`src/rtl/wgp_pkg.sv`:
```
package wgp_pkg;
  typedef enum logic [1:0] {
    RS_PTR = 2'd0,
    RS_WIN = 2'd1,
    RS_IN  = 2'd2,
    RS_OUT = 2'd3
  } regsel_e;

  localparam int SUB_DIR = 1;
  localparam int SUB_ALT = 2;
endpackage

```
`src/rtl/wgp_sync.sv`:
```
module wgp_sync #(
  parameter int W      = 8,
  parameter int STAGES = 2
) (
  input  logic         clk,
  input  logic         rst_n,
  input  logic [W-1:0] d,
  output logic [W-1:0] q
);
  logic [W-1:0] stg_q [STAGES];

  genvar s;
  generate
    for (s = 0; s < STAGES; s++) begin : g_stage
      logic [W-1:0] stg_d;
      if (s == 0) begin : g_first
        always_comb stg_d = d;
      end else begin : g_rest
        always_comb stg_d = stg_q[s-1];
      end
      always_ff @(posedge clk or negedge rst_n) begin
        if (!rst_n) stg_q[s] <= '0;
        else        stg_q[s] <= stg_d;
      end
    end
  endgenerate

  assign q = stg_q[STAGES-1];
endmodule

```
`src/rtl/wgp_regs.sv`:
```
module wgp_regs
  import wgp_pkg::*;
#(
  parameter int DW = 8
) (
  input  logic          clk,
  input  logic          rst_n,
  input  regsel_e       sel,
  input  logic          we,
  input  logic [DW-1:0] wdata,
  input  logic [DW-1:0] in_data,
  output logic [DW-1:0] rdata,
  output logic [DW-1:0] dir_q,
  output logic [DW-1:0] alt_q,
  output logic [DW-1:0] out_q
);
  localparam logic [DW-1:0] PTR_DIR = DW'(SUB_DIR);
  localparam logic [DW-1:0] PTR_ALT = DW'(SUB_ALT);

  logic [DW-1:0] ptr_q;
  logic          ptr_en, dir_en, alt_en, out_en;
  logic          hit_dir, hit_alt;
  logic [DW-1:0] win_rd;

  always_comb begin
    hit_dir = (ptr_q == PTR_DIR);
    hit_alt = (ptr_q == PTR_ALT);
    ptr_en  = we && (sel == RS_PTR);
    out_en  = we && (sel == RS_OUT);
    dir_en  = we && (sel == RS_WIN) && hit_dir;
    alt_en  = we && (sel == RS_WIN) && hit_alt;
  end

  always_ff @(posedge clk or negedge rst_n) begin
    if (!rst_n) begin
      ptr_q <= '0;
      dir_q <= '1;
      alt_q <= '0;
      out_q <= '0;
    end else begin
      if (ptr_en) ptr_q <= wdata;
      if (dir_en) dir_q <= wdata;
      if (alt_en) alt_q <= wdata;
      if (out_en) out_q <= wdata;
    end
  end

  always_comb begin
    if (hit_dir)      win_rd = dir_q;
    else if (hit_alt) win_rd = alt_q;
    else              win_rd = '0;
  end

  always_comb begin
    unique case (sel)
      RS_PTR:  rdata = ptr_q;
      RS_WIN:  rdata = win_rd;
      RS_IN:   rdata = in_data;
      RS_OUT:  rdata = out_q;
      default: rdata = '0;
    endcase
  end


  dir_write_chk: assert property (@(posedge clk) disable iff (!rst_n)
    (we && sel == RS_WIN && ptr_q == PTR_DIR) |=> (dir_q == $past(wdata)));


  unimpl_ignore_chk: assert property (@(posedge clk) disable iff (!rst_n)
    (we && sel == RS_WIN && ptr_q != PTR_DIR && ptr_q != PTR_ALT)
      |=> ($stable(dir_q) && $stable(alt_q)));


  in_write_ignored_chk: assert property (@(posedge clk) disable iff (!rst_n)
    (we && sel == RS_IN) |=> ($stable(dir_q) && $stable(alt_q) && $stable(out_q) && $stable(ptr_q)));
endmodule

```
`src/rtl/wgp_pinmux.sv`:
```
module wgp_pinmux #(
  parameter int DW = 8
) (
  input  logic          clk,
  input  logic          rst_n,
  input  logic [DW-1:0] dir,
  input  logic [DW-1:0] alt_en,
  input  logic [DW-1:0] out_data,
  input  logic [DW-1:0] alt_o,
  input  logic [DW-1:0] alt_oe,
  output logic [DW-1:0] pin_o,
  output logic [DW-1:0] pin_oe
);
  genvar i;
  generate
    for (i = 0; i < DW; i++) begin : g_pin
      logic drv, dat;
      always_comb begin
        if (alt_en[i]) begin
          drv = alt_oe[i];
          dat = alt_o[i];
        end else begin
          drv = ~dir[i];
          dat = out_data[i];
        end
        pin_oe[i] = drv;
        pin_o[i]  = drv & dat;
      end


      tristate_in_chk: assert property (@(posedge clk) disable iff (!rst_n)
        (!alt_en[i] && dir[i]) |-> (!pin_oe[i] && !pin_o[i]));


      alt_override_chk: assert property (@(posedge clk) disable iff (!rst_n)
        alt_en[i] |-> (pin_oe[i] == alt_oe[i]));
    end
  endgenerate
endmodule

```
`src/rtl/wgp_port.sv`:
```
module wgp_port
  import wgp_pkg::*;
#(
  parameter int DW        = 8,
  parameter int SYNC_LEN  = 2
) (
  input  logic          clk,
  input  logic          rst_n,
  input  logic [1:0]    bus_sel,
  input  logic          bus_we,
  input  logic [DW-1:0] bus_wdata,
  output logic [DW-1:0] bus_rdata,
  input  logic [DW-1:0] pin_i,
  output logic [DW-1:0] pin_o,
  output logic [DW-1:0] pin_oe,
  input  logic [DW-1:0] alt_o,
  input  logic [DW-1:0] alt_oe
);
  localparam int LAT = SYNC_LEN + 1;

  logic [1:0]    rst_sh_q;
  logic          rst_int_n;
  logic [DW-1:0] sync_q, in_q;
  logic [DW-1:0] dir_q, alt_q, out_q;

  always_ff @(posedge clk or negedge rst_n) begin
    if (!rst_n) rst_sh_q <= 2'b00;
    else        rst_sh_q <= {rst_sh_q[0], 1'b1};
  end
  assign rst_int_n = rst_sh_q[1];

  wgp_sync #(.W(DW), .STAGES(SYNC_LEN)) u_sync (
    .clk   (clk),
    .rst_n (rst_int_n),
    .d     (pin_i),
    .q     (sync_q)
  );

  always_ff @(posedge clk or negedge rst_int_n) begin
    if (!rst_int_n) in_q <= '0;
    else            in_q <= sync_q;
  end

  wgp_regs #(.DW(DW)) u_regs (
    .clk     (clk),
    .rst_n   (rst_int_n),
    .sel     (regsel_e'(bus_sel)),
    .we      (bus_we),
    .wdata   (bus_wdata),
    .in_data (in_q),
    .rdata   (bus_rdata),
    .dir_q   (dir_q),
    .alt_q   (alt_q),
    .out_q   (out_q)
  );

  wgp_pinmux #(.DW(DW)) u_mux (
    .clk      (clk),
    .rst_n    (rst_int_n),
    .dir      (dir_q),
    .alt_en   (alt_q),
    .out_data (out_q),
    .alt_o    (alt_o),
    .alt_oe   (alt_oe),
    .pin_o    (pin_o),
    .pin_oe   (pin_oe)
  );

  logic [1:0] warm_q;
  always_ff @(posedge clk or negedge rst_int_n) begin
    if (!rst_int_n)      warm_q <= '0;
    else if (warm_q != 2'd3) warm_q <= warm_q + 2'd1;
  end


  in_latency_chk: assert property (@(posedge clk) disable iff (!rst_int_n)
    (LAT == 3 && warm_q == 2'd3 && bus_sel == 2'd2) |-> (bus_rdata == $past(pin_i, 3)));
endmodule

```
`config.mk`:
```
export PLATFORM = sky130hd
export DESIGN_NAME = wgp_port
export DESIGN_NICKNAME = d
export VERILOG_FILES = /design/src/rtl/wgp_pkg.sv /design/src/rtl/wgp_sync.sv /design/src/rtl/wgp_regs.sv /design/src/rtl/wgp_pinmux.sv /design/src/rtl/wgp_port.sv
export SDC_FILE = /design/constraint.sdc
export NUM_CORES = 1
export LEC_CHECK = 0
export CORE_MARGIN = 4
export CORE_UTILIZATION = 47
export DETAILED_ROUTE_END_ITERATION = 8
export PLACE_DENSITY = 0.73
export SYNTH_ARGS = -nofsm -noshare
export SYNTH_HDL_FRONTEND = slang
export SYNTH_HIERARCHICAL = 1
export SYNTH_SLANG_ARGS = --single-unit
```
`constraint.sdc`:
```
create_clock -name clk -period 5.07 [get_ports clk]
set_input_delay 1.014 -clock clk [delete_from_list [all_inputs] [get_ports clk]]
set_output_delay 1.014 -clock clk [all_outputs]
set_load 0.05 [all_outputs]
```
==> metrics.md <==
| Metric | Value |
|---|---|
| Row Count | `26` |
| Crit-path most repeated cell | `clkdlybuf4s50_1` |
| FMAX | `223 MHz` |
| Post_cts resized | `0` |
| CP Launch Point | `bus_sel[1]` |
| CP Launch Type | `input pin` |
| Share of layout cells above drive strength 1 | `32.5%` |
| Worst hold path type | `reg -> async` |
| CP bufs+invs | `2` |
| First-pass GRT wire length | `8310 um` |
| Port-buffer cells | `60` |
| Vias | `between 1.5k and 2k` |
| Slew headroom | `50.9%` |
| PD cells | `between 400 and 500 nW/um^2` |
| Worst r2r src | `u_regs/ptr_q[3]` |
| Largest net degree at the start of global routing | `31` |
| Initial antenna violation count | `0` |
| CP max FO | `11` |
| Dominant cell type by area after synthesis | `dfrtp_1` |
| CTS buffer count | `9` |
| Post-DP HPWL | `3630 um` |
| Setup-failing EPs final | `0` |
| Postcts setup bufs | `0` |
| Final setup TNS | `0 ps` |
| First DRT Iteration DRCs | `98` |
| Synth area leaders | `dfrtp_1 (51%), mux2_2 (18%), dfstp_2 (8.5%)` |
| Critical path endpoint category | `primary output` |
| Syn_area_per_cell | `14.5 um^2` |
| Synth warnings | `6` |
| Initial DRT Pass Iterations | `4` |
| Crit-path max cell delay | `between 800 and 900 ps` |
| Number of antenna-violating nets in the routed design | `0` |
| Vias in the first global route | `1702` |
| Via density | `5.40` |
| Worst Clk Skew | `7.14 ps` |
| Fill cell count | `around 400` |
| DRC | `0` |
| GRT overflow | `0` |
| Post-synth top cells | `dfrtp_1 (50), mux2_2 (40), a22oi_1 (16), o21ai_0 (10)` |
| Global Route Usage Sum | `18.1%` |
| CTS sink count | `58` |
| CTS HTree Levels | `3` |
| Die width | `80.5 um` |
| Routed wire length | `5360 um` |
| Fin. Hold Viols | `0` |
| Worst vdd ir | `~240 uV` |
| Clock root cell | `clkbuf_8` |
| Yosys top cell area share | `50.7%` |
| Hold_buf cts | `0` |
| Reg clk slew, reported paths | `approximately 60 ps` |
| RePlAce Congestion | `0.764` |
| Final Hold Slack | `272 ps` |
| Synthesized Nets | `about 210` |
| Worst EP arrival | `3470 ps` |
| CTS tree | `yes` |
| Final Max Tran Viols | `0` |
| Mapped Area | `around 2500 um^2` |
| Post-synth cell types | `20` |
| Post-synth EDFFs | `0` |
| Die area | `6480 um^2` |
| Die height | `80.5 um` |
| Sequential area share after synthesis | `59.2%` |
| Status | `completed` |
| Starting Density | `slightly below 50%` |
| Nets | `269` |
| Post-synthesis async set-or-reset flop share | `100%` |
| Worst path cell trace | `clkdlybuf4s50_1 -> and2b_1 -> nand2_1 -> o21ai_0 -> clkdlybuf4s50_1` |
| Slowest CP cell | `clkdlybuf4s50_1` |
| Clk_lat worst skew | `340 ps` |
| Most instantiated library cell after synthesis | `dfrtp_1` |
| Crit Path Category | `in -> out` |
| Post-route minimum period | `4480 ps` |
| WL per Instance | `around 17 um` |
| Leakage power figure | `0.00137 uW` |
| IO Pins | `61` |
| Core Area | `roughly 5000 um^2` |
| Layout area overhead | `35.0%` |
| Mapped Cells | `170` |
| Slew @ Worst Pin | `733 ps` |
| Fin crit share | `between 80 and 90%` |
| Worst EP required | `4060 ps` |
| Max-cap violations | `0` |
| Register bit total from synthesis | `58` |
| Diodes inserted | `0` |
| Max Root-Sink Buffers | `2` |
| Worst path top cell family by delay | `buffers and inverters` |
| RSZ-0062 raised after global routing | `no` |
| Primary FF master, synth | `dfrtp_1` |
==> final timing paths <==
kind	slack [ps]	cells after the start	to
hold / removal	270	0	u_sync/g_stage[1].stg_d[0]
max in group asynchronous	3950	1	u_regs/dir_q[3]
min in group clk	350	0	in_q[5]
hold reg to reg	270	0	u_sync/g_stage[1].stg_d[0]
setup / recovery	590	5	bus_rdata[7]
setup reg to reg	3110	3	u_regs/alt_q[4]
==> report_power, final <==
part           leakage, uW  switching [uW]  internal (uW)
Clock             0.000114             177            326
Sequential        0.000685            47.3            512
Combinational     0.000568             191            147
==> routing by layer <==
layer  GRT usage [%]  share of wire, %
met1            22.3                45
met2            27.6                47
met3            6.05               6.6
met4            10.1               1.8
met5               0                 0
==> metrics by stage <==
stage	util (%)	instances	instance area, um^2	setup WS [ps]	power, uW
after floorplan	-	170	2470	1270	801
after global placement	60.7	291	3100	655	901
after detailed placement	60.7	291	3100	611	906
after CTS	65.3	307	3330	597	1410
after global routing	65.3	307	3330	488	1460
final	65.3	307	3330	589	1400
==> sequential cells by signal, summed over array words and instances (netlist names) <==
name / flops
u_regs/ptr_q: 8
u_regs/dir_q: 8
in_q: 8
rst_sh_q: 2
u_sync/g_stage.stg_d: 8
u_regs/alt_q: 8
u_sync/q: 8
u_regs/out_q: 8
==> area by class of cell <==
| class | count | area, um^2 | area share (%) |
|---|---|---|---|
| flip-flops and latches | 58 | 1460 | 43.9 |
| multi-input cells | 101 | 935 | 28.0 |
| repair buffers | 62 | 616 | 18.5 |
| clock buffers | 11 | 131 | 3.94 |
| clock inverters | 5 | 103 | 3.08 |
| well taps | 70 | 87.6 | 2.63 |
==> worst reg2reg max path, delay by kind of cell (launching register included) <==
family | cells | cell delay (ps)
multiplexers | 1 | 360
AND/OR/NAND/NOR | 2 | 1030
flip-flops | 1 | 460
==> cell families after synthesis <==
kind of cell / after synthesis / synth area share, %
muxes: 40 / 18.2
buffers and inverters: 11 / 2.99
AOI/OAI and AO/OA: 40 / 12.2
DFF: 58 / 59.2
other: 1 / 0.152
and+or+nand+nor: 20 / 7.24
==> cells in the final DEF, fill, tap and decap left out, drive strengths merged <==
master,instances
a21o,7
a32o,7
nor4b,2
dfstp,8
nand3,2
clkinv,1
mux2,40
nand2b,1
nand2,2
nand4,2
buf,2
and2,1
bufinv,3
clkinvlp,1
a22oi,16
nor2,8
nor4,1
clkbuf,11
clkdlybuf4s50,60
and2b,1
conb,1
dfrtp,50
o21ai,10
Note: power is estimated with default switching activity, not from simulation.
